## src/rtl/pms_pkg.sv

```systemverilog
package pms_pkg;

    typedef enum logic [1:0] {
        PATH_ADAPTER_FIRST = 2'b00,
        PATH_WIRELESS_ONLY = 2'b01,
        PATH_GATE_FORCED   = 2'b10,
        PATH_ALL_OFF       = 2'b11
    } path_mode_e;

    typedef enum logic [1:0] {
        TGT_7V08 = 2'd0,
        TGT_6V28 = 2'd1,
        TGT_5V53 = 2'd2,
        TGT_5V11 = 2'd3
    } rect_tgt_e;

    localparam int NUM_EDGES = 3;

    localparam logic [7:0] EPT_UNKNOWN   = 8'h00;
    localparam logic [7:0] EPT_CHG_DONE  = 8'h01;
    localparam logic [7:0] EPT_INT_FAULT = 8'h02;
    localparam logic [7:0] EPT_OVER_TEMP = 8'h03;
    localparam logic [7:0] EPT_NO_RESP   = 8'h08;

    typedef struct packed {
        logic adapter_gate;
        logic wireless;
    } path_ctl_t;

    typedef struct packed {
        logic int_fault;
        logic over_temp;
        logic chg_done;
        logic adapter_seen;
        logic no_resp;
    } ept_cause_t;

    typedef struct packed {
        logic       valid;
        logic [7:0] code;
    } ept_msg_t;

    function automatic path_ctl_t decode_path(path_mode_e m, logic adp);
        path_ctl_t r;
        case (m)
            PATH_ADAPTER_FIRST: begin
                r.adapter_gate = adp;
                r.wireless     = ~adp;
            end
            PATH_WIRELESS_ONLY: begin
                r.adapter_gate = 1'b0;
                r.wireless     = 1'b1;
            end
            PATH_GATE_FORCED: begin
                r.adapter_gate = 1'b1;
                r.wireless     = 1'b0;
            end
            default: begin
                r.adapter_gate = 1'b0;
                r.wireless     = 1'b0;
            end
        endcase
        return r;
    endfunction

    function automatic ept_msg_t pick_ept(ept_cause_t c);
        ept_msg_t m;
        m.valid = 1'b1;
        if (c.int_fault)         m.code = EPT_INT_FAULT;
        else if (c.over_temp)    m.code = EPT_OVER_TEMP;
        else if (c.chg_done)     m.code = EPT_CHG_DONE;
        else if (c.adapter_seen) m.code = EPT_UNKNOWN;
        else if (c.no_resp)      m.code = EPT_NO_RESP;
        else begin
            m.valid = 1'b0;
            m.code  = EPT_UNKNOWN;
        end
        return m;
    endfunction

endpackage

```

## src/rtl/pms_path_decoder.sv

```systemverilog
module pms_path_decoder
    import pms_pkg::*;
(
    input  logic       clk,
    input  logic       rst,
    input  logic       ctl_a,
    input  logic       ctl_b,
    input  logic       adapter_live,
    output path_ctl_t  path_q,
    output path_mode_e mode_q,
    output logic       adapter_q
);

    path_mode_e mode_d;
    assign mode_d = path_mode_e'({ctl_a, ctl_b});

    always_ff @(posedge clk) begin
        if (rst) begin
            path_q    <= '0;
            mode_q    <= PATH_ADAPTER_FIRST;
            adapter_q <= 1'b0;
        end else begin
            path_q    <= decode_path(mode_d, adapter_live);
            mode_q    <= mode_d;
            adapter_q <= adapter_live;
        end
    end

endmodule

```

## src/rtl/pms_target_sel.sv

```systemverilog
module pms_target_sel
    import pms_pkg::*;
#(
    parameter int LOAD_W     = 8,
    parameter int EDGE_A     = 20,
    parameter int EDGE_B     = 40,
    parameter int EDGE_C     = 80,
    parameter int HYST_CODES = 8
) (
    input  logic              clk,
    input  logic              rst,
    input  logic [LOAD_W-1:0] load_code,
    output rect_tgt_e         target
);

    localparam int EDGE [NUM_EDGES] = '{EDGE_A, EDGE_B, EDGE_C};

    int load_i;
    assign load_i = int'(32'(load_code));

    logic [NUM_EDGES-1:0] above_q;
    logic [1:0]           level;

    always_comb begin
        level = '0;
        for (int k = 0; k < NUM_EDGES; k++) begin
            level = level + 2'(above_q[k]);
        end
    end

    for (genvar i = 0; i < NUM_EDGES; i++) begin : g_edge
        logic rise_ok;
        logic fall_ok;
        assign rise_ok = (level == 2'(i))     && (load_i >= EDGE[i]);
        assign fall_ok = (level == 2'(i + 1)) && (load_i < (EDGE[i] - HYST_CODES));

        always_ff @(posedge clk) begin
            if (rst) begin
                above_q[i] <= 1'b0;
            end else if (!above_q[i] && rise_ok) begin
                above_q[i] <= 1'b1;
            end else if (above_q[i] && fall_ok) begin
                above_q[i] <= 1'b0;
            end
        end
    end

    assign target = rect_tgt_e'(level);

endmodule

```

## src/rtl/pms_pkt_sched.sv

```systemverilog
module pms_pkt_sched #(
    parameter int SLOW_LIM = 500,
    parameter int FAST_LIM = 64
) (
    input  logic clk,
    input  logic rst,
    input  logic active,
    input  logic transient,
    output logic req
);

    localparam int CNT_W = $clog2(SLOW_LIM + 1);

    logic [CNT_W-1:0] cnt;
    logic [CNT_W-1:0] last;
    logic             trans_q;
    logic             trans_rise;

    assign trans_rise = transient & ~trans_q;
    assign last       = transient ? CNT_W'(FAST_LIM - 1) : CNT_W'(SLOW_LIM - 1);

    always_ff @(posedge clk) begin
        if (rst) begin
            cnt     <= '0;
            req     <= 1'b0;
            trans_q <= 1'b0;
        end else begin
            trans_q <= transient;
            req     <= 1'b0;
            if (!active || trans_rise) begin
                cnt <= '0;
            end else if (cnt >= last) begin
                cnt <= '0;
                req <= 1'b1;
            end else begin
                cnt <= cnt + 1'b1;
            end
        end
    end

endmodule

```

## src/rtl/pms_ept_arbiter.sv

```systemverilog
module pms_ept_arbiter
    import pms_pkg::*;
#(
    parameter int CONV_LIM = 100
) (
    input  logic       clk,
    input  logic       rst,
    input  logic       wireless_q,
    input  path_mode_e mode_q,
    input  logic       adapter_q,
    input  logic       conv_in,
    input  logic       tj_over,
    input  logic       ilim_short,
    input  logic       temp_fault,
    output logic       conv_seen,
    output ept_msg_t   msg
);

    localparam int CW = $clog2(CONV_LIM + 1);

    logic          int_fault_q;
    logic          over_temp_q;
    logic          no_resp_q;
    logic [CW-1:0] wait_cnt;
    ept_cause_t    cause;

    always_ff @(posedge clk) begin
        if (rst) begin
            int_fault_q <= 1'b0;
            over_temp_q <= 1'b0;
        end else begin
            int_fault_q <= tj_over | ilim_short;
            over_temp_q <= temp_fault;
        end
    end

    always_ff @(posedge clk) begin
        if (rst || !wireless_q) begin
            conv_seen <= 1'b0;
            no_resp_q <= 1'b0;
            wait_cnt  <= '0;
        end else begin
            if (conv_in) begin
                conv_seen <= 1'b1;
            end
            if (conv_seen) begin
                wait_cnt <= '0;
            end else if (!no_resp_q) begin
                if (wait_cnt == CW'(CONV_LIM - 1)) begin
                    no_resp_q <= 1'b1;
                end else begin
                    wait_cnt <= wait_cnt + 1'b1;
                end
            end
        end
    end

    always_comb begin
        cause.int_fault    = int_fault_q;
        cause.over_temp    = over_temp_q;
        cause.chg_done     = (mode_q == PATH_GATE_FORCED) || (mode_q == PATH_ALL_OFF);
        cause.adapter_seen = (mode_q == PATH_ADAPTER_FIRST) && adapter_q;
        cause.no_resp      = no_resp_q;
        msg                = pick_ept(cause);
    end

endmodule

```

## src/rtl/pms_top.sv

```systemverilog
module pms_top
    import pms_pkg::*;
#(
    parameter int LOAD_W     = 8,
    parameter int EDGE_A     = 20,
    parameter int EDGE_B     = 40,
    parameter int EDGE_C     = 80,
    parameter int HYST_CODES = 8,
    parameter int CLK_PER_MS = 1000,
    parameter int SLOW_MS    = 250,
    parameter int FAST_MS    = 32,
    parameter int CONV_MS    = 500
) (
    input  logic              clk,
    input  logic              rst,
    input  logic              ctl_a,
    input  logic              ctl_b,
    input  logic              adapter_live,
    input  logic [LOAD_W-1:0] load_code,
    input  logic              rect_converged,
    input  logic              load_transient,
    input  logic              tj_over,
    input  logic              ilim_short,
    input  logic              temp_window_fault,
    output logic              adapter_gate_on,
    output logic              wireless_on,
    output logic              ldo_on,
    output logic              status_on,
    output logic [1:0]        rect_target,
    output logic              ce_pkt_req,
    output logic              ept_req,
    output logic [7:0]        ept_code
);

    localparam int SLOW_LIM = CLK_PER_MS * SLOW_MS;
    localparam int FAST_LIM = CLK_PER_MS * FAST_MS;
    localparam int CONV_LIM = CLK_PER_MS * CONV_MS;

    path_ctl_t  path_q;
    path_mode_e mode_q;
    logic       adapter_q;
    logic       conv_seen;
    ept_msg_t   msg;
    rect_tgt_e  tgt;
    logic       deliver;

    pms_path_decoder u_path (
        .clk          (clk),
        .rst          (rst),
        .ctl_a        (ctl_a),
        .ctl_b        (ctl_b),
        .adapter_live (adapter_live),
        .path_q       (path_q),
        .mode_q       (mode_q),
        .adapter_q    (adapter_q)
    );

    pms_target_sel #(
        .LOAD_W     (LOAD_W),
        .EDGE_A     (EDGE_A),
        .EDGE_B     (EDGE_B),
        .EDGE_C     (EDGE_C),
        .HYST_CODES (HYST_CODES)
    ) u_tgt (
        .clk       (clk),
        .rst       (rst),
        .load_code (load_code),
        .target    (tgt)
    );

    pms_ept_arbiter #(
        .CONV_LIM (CONV_LIM)
    ) u_ept (
        .clk        (clk),
        .rst        (rst),
        .wireless_q (path_q.wireless),
        .mode_q     (mode_q),
        .adapter_q  (adapter_q),
        .conv_in    (rect_converged),
        .tj_over    (tj_over),
        .ilim_short (ilim_short),
        .temp_fault (temp_window_fault),
        .conv_seen  (conv_seen),
        .msg        (msg)
    );

    pms_pkt_sched #(
        .SLOW_LIM (SLOW_LIM),
        .FAST_LIM (FAST_LIM)
    ) u_pkt (
        .clk       (clk),
        .rst       (rst),
        .active    (path_q.wireless & ~msg.valid),
        .transient (load_transient),
        .req       (ce_pkt_req)
    );

    assign deliver         = path_q.wireless & conv_seen & ~msg.valid;
    assign adapter_gate_on = path_q.adapter_gate;
    assign wireless_on     = path_q.wireless;
    assign ldo_on          = deliver;
    assign status_on       = deliver;
    assign rect_target     = tgt;
    assign ept_req         = msg.valid;
    assign ept_code        = msg.code;

endmodule

```

## config.mk

```make
export PLATFORM = sky130hd
export DESIGN_NAME = pms_top
export DESIGN_NICKNAME = d
export VERILOG_FILES = /design/src/rtl/pms_pkg.sv /design/src/rtl/pms_path_decoder.sv /design/src/rtl/pms_target_sel.sv /design/src/rtl/pms_pkt_sched.sv /design/src/rtl/pms_ept_arbiter.sv /design/src/rtl/pms_top.sv
export SDC_FILE = /design/constraint.sdc
export NUM_CORES = 1
export LEC_CHECK = 0
export BUFFER_PORTS_ARGS = -buffer_cell sky130_fd_sc_hd__buf_2
export CELL_PAD_IN_SITES_DETAIL_PLACEMENT = 0
export CELL_PAD_IN_SITES_GLOBAL_PLACEMENT = 1
export CORE_ASPECT_RATIO = 0.75
export CORE_MARGIN = 5
export CORE_UTILIZATION = 47
export DETAILED_ROUTE_END_ITERATION = 6
export PLACE_DENSITY_LB_ADDON = 0.05
export SETUP_SLACK_MARGIN = 0.05
export SKIP_CTS_REPAIR_TIMING = 1
export SYNTH_ARGS = -nofsm -noshare
export SYNTH_HDL_FRONTEND = slang
export SYNTH_HIERARCHICAL = 1
export SYNTH_SLANG_ARGS = --single-unit
```

## constraint.sdc

```tcl
create_clock -name clk -period 3.4 [get_ports clk]
set_input_delay 0.68 -clock clk [delete_from_list [all_inputs] [get_ports clk]]
set_output_delay 0.68 -clock clk [all_outputs]
set_load 0.03 [all_outputs]
```

* Yosys cells after proc, flatten, opt, wreduce, memory -nomap -nowiden
Index checks and enable logic that the tools add are counted.
Cells by class: add/sub/neg operators 4, $lt $le $gt $ge 7, eq/ne operators 8, muxes and demuxes 21, bitwise operators 10, reductions and logical operators 31
Operators by type and width (count):
- 2-to-1 mux 8 bit | 4
- adder 19 x 1 -> 19 bit (second input constant) | 1
- == test 19 bit (second input constant) | 1
- adder 18 x 1 -> 18 bit (second input constant) | 1
- >= comparator 18 bit | 1
- 2-to-1 mux 18 bit | 1
- 2-to-1 mux 1 bit | 14
- logical AND 1 bit | 13
- == test 2 bit (second input constant) | 5
- >= comparator 8 x 5 -> 1 bit (second input constant) | 1
- >= comparator 8 x 6 -> 1 bit (second input constant) | 1
- >= comparator 8 x 7 -> 1 bit (second input constant) | 1
- less-than comparator 8 x 4 -> 1 bit (second input constant) | 1
- less-than comparator 8 x 6 -> 1 bit (second input constant) | 1
- less-than comparator 8 x 7 -> 1 bit (second input constant) | 1
- zero test 2 bit | 3
- case mux 2 bit (3 select lines) | 1
- nonzero test 2 bit | 3
- zero test 1 bit | 5
- inverter 1 bit | 5
- AND 1 bit | 4
- == test 2 x 1 -> 1 bit (second input constant) | 2
- 2-to-1 mux 4 bit | 1
- OR reduction 2 bit | 2
- 6 further kinds | 8
Word-level totals: bits in registers 51, output and inout bits 16, logic and storage cells 96

* Longest topological paths before layout
Gate-level depths: netlist of run 1.
depth after elaboration 11, gate-level depth with buffers 9, mapped depth without buffers 7

* Modules after synthesis
The synthesis of run 1 kept the hierarchy.
By module, submodules not included:
- pms_ept_arbiter | times used 1, cells an instance 153, area each 1311.3 µm², seq. area each 460.4 µm²
- pms_pkt_sched | times used 1, cells an instance 116, area each 1083.5 µm², seq. area each 400.4 µm²
- pms_target_sel | times used 1, cells an instance 24, area each 205.2 µm², seq. area each 60.1 µm²
- pms_path_decoder | times used 1, cells an instance 12, area each 141.4 µm², seq. area each 100.1 µm²
- pms_top | times used 1, cells an instance 3, area each 22.5 µm², seq. area each 0.0 µm²

* Worst setup path after synthesis of run 1
Ideal clock, no wire load.
path type register to output, start point register u_path.mode_q[0], end point output status_on, data arrival time 1.741 ns, setup slack 0.979 ns, cell stages (with the launch flop) 6, path buffers 1, cells stage by stage dfxtp_1 inv_1 a2111oi_0 nand2b_1 and3b_1 buf_4
On the way: cells in the longest elaborated chain, start to end 8, elaborated cells on any way between the ends 11, those cells by class eq/ne (2); mux (4); bitwise (2); reduce/logical (3)
RTL lines:
- start: declaration | RTL line pms_path_decoder.sv:10 | output path_mode_e mode_q,
- start signal: assignment | RTL line pms_path_decoder.sv:24 | mode_q <= mode_d;
- zero test 2 bit | RTL line pms_ept_arbiter.sv:62 | cause.adapter_seen = (mode_q == PATH_ADAPTER_FIRST) && adapter_q;
- logical AND 1 bit | RTL line pms_ept_arbiter.sv:62
- 2-to-1 mux 1 bit | RTL line pms_pkg.sv:72 | else if (c.adapter_seen) m.code = EPT_UNKNOWN;
- 2-to-1 mux 1 bit (*) | RTL line pms_pkg.sv:71 | else if (c.chg_done) m.code = EPT_CHG_DONE;
- 2-to-1 mux 1 bit (*) | RTL line pms_pkg.sv:70 | else if (c.over_temp) m.code = EPT_OVER_TEMP;
- 2-to-1 mux 1 bit (*) | RTL line pms_pkg.sv:69 | if (c.int_fault) m.code = EPT_INT_FAULT;
- named net ept_req | RTL line pms_top.sv:31 | output logic ept_req,
- inverter 1 bit (*) | RTL line pms_top.sv:98 | assign deliver = path_q.wireless & conv_seen & ~msg.valid;
- AND 1 bit (*) | RTL line pms_top.sv:98
- end: declaration | RTL line pms_top.sv:28 | output logic status_on,
The timed path passes the listed nets; every way through them passes the cells marked *.

* Worst setup path in the final report of run 1
start point register u_path.mode_q[0], end point output status_on
On the way: cells in the longest elaborated chain, start to end 8, elaborated cells on any way between the ends 11, those cells by class eq/ne (2); mux (4); bitwise (2); reduce/logical (3)
RTL lines (RTL line):
- zero test 2 bit | pms_ept_arbiter.sv:62
- logical AND 1 bit | pms_ept_arbiter.sv:62
- 2-to-1 mux 1 bit | pms_pkg.sv:72
- 2-to-1 mux 1 bit (*) | pms_pkg.sv:71
- 2-to-1 mux 1 bit (*) | pms_pkg.sv:70
- 2-to-1 mux 1 bit (*) | pms_pkg.sv:69
- inverter 1 bit (*) | pms_top.sv:98
- AND 1 bit (*) | pms_top.sv:98
Mark *: on every way between the ends. The rest lies on a longest branch, timed or not.

==> reports/qor.yml, run 1 <==
grt:
  maximum_number_of_pins_on_one_net_before_global_route_repair: 24
  antenna_found_initial: 0
  first_global_vias: 1969
  global_route.usage.total_pct: 14.7
  grt_overflow_total: 0
  grt_pass1_wl_um: 9330
synth:
  synth_top_flop_cell: "sky130_fd_sc_hd__dfxtp_1"
  async_flop_share_pct: 0
  yosys_register_bits: 51
  synth_sequential_area_ratio_pct: 36.9
  edff_count_synth: 0
  synth.avg_cell_area_um2: 8.97
  synthesis.instances: 308
  synth_cell_types: 64
  synthesis.yosys.warnings: 6
  synth_area_um2: 2760
layout:
  fill_cells: 542
  num-nets-final: 360
  mostFrequentLayoutCell: "sky130_fd_sc_hd__dfxtp_1"
  syn2layout_area_growth_pct: 9.14
  layout-drive-gt1-share_pct: 15.7
  antennaDiodeCount: 0
  mostFrequentLayoutCells: "sky130_fd_sc_hd__dfxtp_1, sky130_fd_sc_hd__nand2_1, sky130_fd_sc_hd__buf_2"
timing:
  slew_viol_final: 0
  finalSetupViolCount: 0
  finalHoldViolCount: 0
  rsz0062_at_grt: "no"
  worst_slew_slack_as_a_fraction_of_its_limit_pct: 51.8
  tns_ns: 0
  worst_pin_slew_ns: 0.723
  shortest_clock_period_the_worst_path_allows_after_layout_ns: 2.45
  skew_ns: 0.00475
  slack_of_the_critical_path_ns: 0.949
  post-route-period-util_pct: 72.1
  max_freq_mhz: 408
status:
  status: "finished clean"
hold_path:
  hold_class: "reg -> reg"
setup_path:
  worst_path_largest_cell_delay_ns: 0.45
  critical_setup_path_kind: "reg -> out"
  cell_chain_critical_path: "inv_1 -> a2111oi_0 -> nand2b_1 -> and3b_1 -> buf_2"
  required_ns: 2.72
  critical_path_peak_fanout: 3
  start_kind: "register"
  worst_setup_path_end_kind: "output pin"
  critical_path_arrival_ns: 1.77
  slowest_stage: "sky130_fd_sc_hd__a2111oi_0"
die:
  dieArea_um2: 7530
  initial_utilization_pct: 47.9
  rows: 24
  die_h_um: 76.4
  die_w_um: 98.6
  placeableCoreArea_um2: 5770
  io_pins: 34
detailed_routing:
  finalWirelength_um: 5440
  remaining_drc_errors: 0
  wl_per_cell_um: 13.3
  drt_iter0_markers: 58
  detailedRoute.firstPassIterationCount: 4
  remaining_number_of_nets_flagged_by_the_antenna_check_after_routing: 0
  drt-vias-per-instance: 5.43
  detailroute.via_count: 2221
placed_design:
  place.detailed.hpwl_um: 3960
  io_buffer_count: 26
  finalWeightedCongestion: 0.782
  post-place-ws_ns: 0.845
cts:
  clock_path_buffers: 2
  numCtsBuffers: 5
  tritoncts_clock_tree: "yes"
  clock_sinks: 51
  ctsHtreeMaxLevel: 2
  cts-root-buf: "sky130_fd_sc_hd__clkbuf_8"
  cts.reportedPaths.clkPinSlew_ns: 0.09
  worst_skew_pair.late_latency_ns: 0.30
power:
  leakage_nw: 1.11
  power.density_cell_area_nw_per_um2: 386
  max-vdd-ir-drop_v: 0.000347
run:
  maxCapViolCount: 0
==> sequential cells by signal, summed over array words and instances (netlist names), 2 cells and up <==
register and cells:
u_path/mode_q 2, u_pkt/cnt 18, u_path/path_q 2, u_tgt/above_q 3, u_ept/wait_cnt 19
==> final timing paths <==
kind	to	slack, ns	startpoint	depth (start not counted)
setup / recovery	status_on	0.95	u_path/mode_q[0]	5
hold reg to reg	u_ept/wait_cnt[18]	0.47	u_ept/wait_cnt[18]	2
hold / removal	u_ept/wait_cnt[18]	0.47	u_ept/wait_cnt[18]	2
setup reg to reg	u_ept/wait_cnt[10]	1.23	u_ept/wait_cnt[0]	5
==> where the power goes <==
part	total (mW)	switching, mW	internal (mW)
registers	0.630	0.0137	0.616
clock network	0.339	0.195	0.144
logic	0.194	0.122	0.0726
==> routing by layer <==
layer / GRT usage, % / wire length [um]
met1: 22.3 / 2940
met2: 19.8 / 2090
met3: 4.30 / 349
met4: 4.09 / 62
met5: 0 / 0
==> cell usage after synthesis (5+ instances only) <==
cell,n,area [um2]
sky130_fd_sc_hd__dfxtp_1,51,1020
sky130_fd_sc_hd__or4_1,8,60.1
sky130_fd_sc_hd__nand2_1,27,101
sky130_fd_sc_hd__o31ai_1,5,37.5
sky130_fd_sc_hd__clkbuf_1,7,26.3
sky130_fd_sc_hd__a21oi_1,7,35.0
sky130_fd_sc_hd__nor3_1,17,85.1
sky130_fd_sc_hd__nand4_1,8,50.1
sky130_fd_sc_hd__a211oi_1,5,37.5
sky130_fd_sc_hd__nor2_1,18,67.6
sky130_fd_sc_hd__nand3_1,8,40.0
sky130_fd_sc_hd__buf_4,6,45.0
sky130_fd_sc_hd__mux2i_1,9,90.1
sky130_fd_sc_hd__o21ai_0,6,30.0
sky130_fd_sc_hd__xnor2_1,10,87.6
sky130_fd_sc_hd__inv_1,13,48.8
sky130_fd_sc_hd__ha_1,11,138
sky130_fd_sc_hd__nand2b_1,12,75.1
==> cell families (layout without fill, tap and decap cells) <==
| kind of cell | count (synthesis) | count (layout) | synth area share, % |
|---|---|---|---|
| multiplexers | 9 | 9 | 3.26 |
| adder cells (fa/ha/maj) | 12 | 12 | 5.70 |
| XOR/XNOR | 14 | 14 | 4.44 |
| AO/OA/AOI/OAI | 53 | 53 | 14.7 |
| other | 1 | 5 | 0.136 |
| flip-flops | 51 | 51 | 36.9 |
| AND/OR/NAND/NOR | 138 | 138 | 29.6 |
| buffers and inverters | 30 | 49 | 5.21 |
==> final cells by class <==
class / instances / area [um2] / area share, %
tap: 78 / 97.6 / 3.24
multi-input combinational: 231 / 1620 / 53.7
clock buffer: 6 / 72.6 / 2.41
inverter: 13 / 48.8 / 1.62
timing repair buffer: 28 / 145 / 4.81
clock inverter: 2 / 12.5 / 0.415
sequential: 51 / 1020 / 33.8
==> metrics by stage <==
| step | hold WS (ns) | power (mW) | util (%) | std cells | cell area [um2] |
|---|---|---|---|---|---|
| after global routing | 0.491 | 1.23 | 52.3 | 409 | 3020 |
| after floorplan | 0.438 | 0.793 | - | 312 | 2780 |
| final | 0.471 | 1.16 | 52.3 | 409 | 3020 |
| after global placement | 0.462 | 0.838 | 50.8 | 401 | 2930 |
| after detailed placement | 0.459 | 0.839 | 50.8 | 401 | 2930 |
| after CTS | 0.474 | 1.18 | 52.3 | 409 | 3020 |
==> worst max-delay path, delay by kind of cell, from the launching register on <==
kind            cells  cell delay [ns]
simple gates        2             0.47
compound gates      1             0.45
flops               1             0.31
buf+inv             2             0.25
(Power assumes the default switching activity.)
==> run 2: changes to the inputs <==
--- a/config.mk
+++ b/config.mk
@@ -5,12 +5,13 @@
 export SDC_FILE = /design/constraint.sdc
 export NUM_CORES = 1
 export LEC_CHECK = 0
+export ABC_AREA = 1
 export BUFFER_PORTS_ARGS = -buffer_cell sky130_fd_sc_hd__buf_2
 export CELL_PAD_IN_SITES_DETAIL_PLACEMENT = 0
 export CELL_PAD_IN_SITES_GLOBAL_PLACEMENT = 1
 export CORE_ASPECT_RATIO = 0.75
 export CORE_MARGIN = 5
-export CORE_UTILIZATION = 47
+export CORE_UTILIZATION = 41
 export DETAILED_ROUTE_END_ITERATION = 6
 export PLACE_DENSITY_LB_ADDON = 0.05
 export SETUP_SLACK_MARGIN = 0.05
==> constraint.sdc (replaced) <==
create_clock -name clk -period 2.5 [get_ports clk]
set_input_delay 0.5 -clock clk [delete_from_list [all_inputs] [get_ports clk]]
set_output_delay 0.5 -clock clk [all_outputs]
set_load 0.03 [all_outputs]
==> reports/qor.yml, run 2 <==
status:
  status: "finished clean"
synth:
  synth_area_um2: 3070  # +11%
  netlist.area_leader.share_pct: 33.3  # -3.7 points
  synth_top_flop_cell: "sky130_fd_sc_hd__dfxtp_1"
  async_flop_share_pct: 0  # unchanged
  synth_sequential_area_ratio_pct: 33.3  # -3.7 points
  synthesis.instances: 474  # +54%
  cell_types_with_the_largest_area_share_after_synthesis: "sky130_fd_sc_hd__dfxtp_1, sky130_fd_sc_hd__nand2_1, sky130_fd_sc_hd__nor2_1, sky130_fd_sc_hd__inv_1, sky130_fd_sc_hd__nand3_1"
  synth.avg_cell_area_um2: 6.47  # -28%
  synth_area_leader_cell: "sky130_fd_sc_hd__dfxtp_1"
  synth.top_cells.by_count: "sky130_fd_sc_hd__nand2_1, sky130_fd_sc_hd__nor2_1, sky130_fd_sc_hd__dfxtp_1"
  yosys.cell_count.top_type: "sky130_fd_sc_hd__nand2_1"
  edff_count_synth: 0  # unchanged
  synth_cell_types: 33  # -48%
  synthesis.yosys.warnings: 6  # unchanged
  yosys_register_bits: 51  # unchanged
detailed_routing:
  routed.top_layer: "met4"
  remaining_number_of_nets_flagged_by_the_antenna_check_after_routing: 0  # unchanged
  remaining_drc_errors: 0  # unchanged
  finalWirelength_um: 7010  # +29%
  detailedRoute.firstPassIterationCount: 4  # unchanged
  met2RoutedLength_um: 2540  # +22%
  met3_wirelength_um: 561  # +61%
  drt-vias-per-instance: 4.66  # -14%
  wl_per_cell_um: 11.7  # -12%
  drt-met1-wl_um: 3850  # +31%
  drt_iter0_markers: 117  # +100%
  detailroute.via_count: 2788  # +26%
layout:
  layout.area.seq_um2: 1020  # unchanged
  antennaDiodeCount: 0  # unchanged
  largestRegisters: "u_ept/wait_cnt (19), u_pkt/cnt (18), u_tgt/above_q (3)"
  multi_input_comb_area_um2: 1760  # +8.8%
  final_cells: 598  # +46%
  fill_cells: 791  # +46%
  syn2layout_area_growth_pct: 9.18  # about the same
  num-nets-final: 527  # +46%
  mostFrequentLayoutCell: "sky130_fd_sc_hd__nand2_1"
  largest-register: "u_ept/wait_cnt"
  layout-drive-gt1-share_pct: 11.1  # -4.6 points
  mostFrequentLayoutCells: "sky130_fd_sc_hd__nand2_1, sky130_fd_sc_hd__nor2_1, sky130_fd_sc_hd__dfxtp_1"
  largest_register_ffs: 19  # unchanged
timing:
  worst_slew_slack_as_a_fraction_of_its_limit_pct: 41.2  # -11 points
  post-route-period-util_pct: 81.0
  shortest_clock_period_the_worst_path_allows_after_layout_ns: 2.03
  finalHoldViolCount: 0  # unchanged
  finalHoldWorstSlack_ns: 0.399  # -0.0715 ns
  slack_of_the_critical_path_ns: 0.474  # -0.475 ns
  skew_ns: 0.0106  # +0.00583 ns
  rsz0062_at_grt: "no"
  finalSetupViolCount: 0  # unchanged
  worst_pin_slew_ns: 0.879  # +0.156 ns
  slew_viol_final: 0  # unchanged
  tns_ns: 0  # unchanged
  max_freq_mhz: 494
setup_path:
  critical_setup_path_kind: "reg -> reg"
  worst-r2r-cell-count: 8  # +3
  worst_setup_path_end_kind: "register"
  crit_path_start: "u_ept/wait_cnt[0]"
  critical_path_arrival_ns: 2.26  # +0.49 ns
  critical_path_peak_fanout: 12  # +9
  required_ns: 2.74  # +0.02 ns
  r2r-start: "u_ept/wait_cnt[0]"
  rr_endpoint: "u_ept/wait_cnt[14]"
  crit_end: "u_ept/wait_cnt[14]"
  start_kind: "register"
  r2r_slack_ns: 0.47  # -0.76 ns
die:
  initial_utilization_pct: 41.9  # -6.1 points
  die_h_um: 84.9  # +11%
  io_pins: 34  # unchanged
  placeableCoreArea_um2: 7330  # +27%
  dieArea_um2: 9330  # +24%
  die_w_um: 110  # +12%
  rows: 27  # +13%
cts:
  clock_sinks: 51  # unchanged
  cts-root-buf: "sky130_fd_sc_hd__clkbuf_8"
  worst_skew_pair.late_latency_ns: 0.30  # about the same
  clock_path_buffers: 2  # unchanged
  ctsHtreeMaxLevel: 2  # unchanged
  tritoncts_clock_tree: "yes"
  numCtsBuffers: 5  # unchanged
  cts.reportedPaths.clkPinSlew_ns: 0.10  # about the same
grt:
  global_route.usage.total_pct: 16.0  # +1.3 points
  antenna_found_initial: 0  # unchanged
  grt_overflow_total: 0  # unchanged
  first_global_vias: 2550  # +30%
  maximum_number_of_pins_on_one_net_before_global_route_repair: 19  # -21%
  grt_pass1_wl_um: 12000  # +29%
placed_design:
  placed_cells_incl_taps: 591  # +47%
  io_buffer_count: 26  # unchanged
  post-place-ws_ns: 0.353  # -0.491 ns
  place.detailed.hpwl_um: 5310  # +34%
  finalWeightedCongestion: 0.827  # +5.7%
hold_path:
  hold_class: "in -> reg"
power:
  leakage_nw: 1.33  # +20%
  power.density_cell_area_nw_per_um2: 515  # +34%
  max-vdd-ir-drop_v: 0.000298  # -14%
run:
  maxCapViolCount: 0  # unchanged
-- run 2: cell count changes after synthesis, moves of 7 or more --
cell,before,now
sky130_fd_sc_hd__a21oi_1,7,21
sky130_fd_sc_hd__nor3_1,17,2
sky130_fd_sc_hd__inv_1,13,49
sky130_fd_sc_hd__nor2_2,0,8
sky130_fd_sc_hd__nor2_1,18,94
sky130_fd_sc_hd__nand2_1,27,134
sky130_fd_sc_hd__nand2b_1,12,0
sky130_fd_sc_hd__xor2_1,4,11
sky130_fd_sc_hd__or4_1,8,0
sky130_fd_sc_hd__nand3_1,8,30
sky130_fd_sc_hd__mux2i_1,9,0
-- run 2: power by group --
part	internal (mW)	total, mW	leakage, nW	switching [mW]
Combinational	0.0977	0.295	0.863	0.198
Sequential	0.839	0.862	0.414	0.0233
Clock	0.294	0.569	0.0513	0.275
-- run 2: worst min path at each step --
stage	slack, ns	depth (start not counted)	start	endpoint
after floorplan	0.44	1	u_pkt/cnt[0]	u_pkt/cnt[0]
final	0.40	3	temp_window_fault	u_ept/over_temp_q
after detailed placement	0.48	1	u_pkt/cnt[0]	u_pkt/cnt[0]
after CTS	0.38	3	temp_window_fault	u_ept/over_temp_q
after global placement	0.47	1	u_pkt/cnt[0]	u_pkt/cnt[0]
after global routing	0.39	3	ctl_a	u_path/mode_q[1]
-- run 2: worst max-delay path, stage by stage (launching register included) --
cell	delay, ns
sky130_fd_sc_hd__dfxtp_1	0.36
sky130_fd_sc_hd__ha_1	0.29
sky130_fd_sc_hd__nand2_2	0.16
sky130_fd_sc_hd__nor2_8	0.06
sky130_fd_sc_hd__nand3_1	0.08
sky130_fd_sc_hd__nor2_1	0.05
sky130_fd_sc_hd__nor2_1	0.66
sky130_fd_sc_hd__nand2_1	0.13
sky130_fd_sc_hd__a21oi_1	0.16
-- run 2: cell type report --
class                      count  area share (%)
clock buffer                   6            2.17
clock inverter                 1           0.897
multi-input combinational    359            52.6
sequential                    51            30.5
tap                          101            3.77
inverter                      53            5.98
timing repair buffer          27            4.11
-- run 2: cells by family (layout without fill, tap and decap cells) --
kind of cell,after synthesis,after routing,synth area share (%)
fa+ha+maj,12,12,5.14
other cells,1,5,0.122
flops,51,51,33.3
xor+xnor,19,19,5.42
simple gates,291,291,40.8
buf+inv,68,87,9.79
compound gates,32,32,5.42
-- run 2: per-stage QoR --
step / cell area [um2] / util [%] / total power, mW
final: 3350 / 45.7 / 1.73
after global routing: 3350 / 45.7 / 1.83
after CTS: 3350 / 45.7 / 1.75
after detailed placement: 3250 / 44.3 / 1.18
after global placement: 3250 / 44.3 / 1.18
after floorplan: 3080 / - / 1.11
-- run 2: metal layers --
| layer | vias up | global-route usage [%] |
|---|---|---|
| li1 | 1519 | - |
| met3 | 8 | 3.73 |
| met1 | 1183 | 25.4 |
| met2 | 78 | 21.2 |
| met5 | - | 0 |
| met4 | 0 | 3.96 |
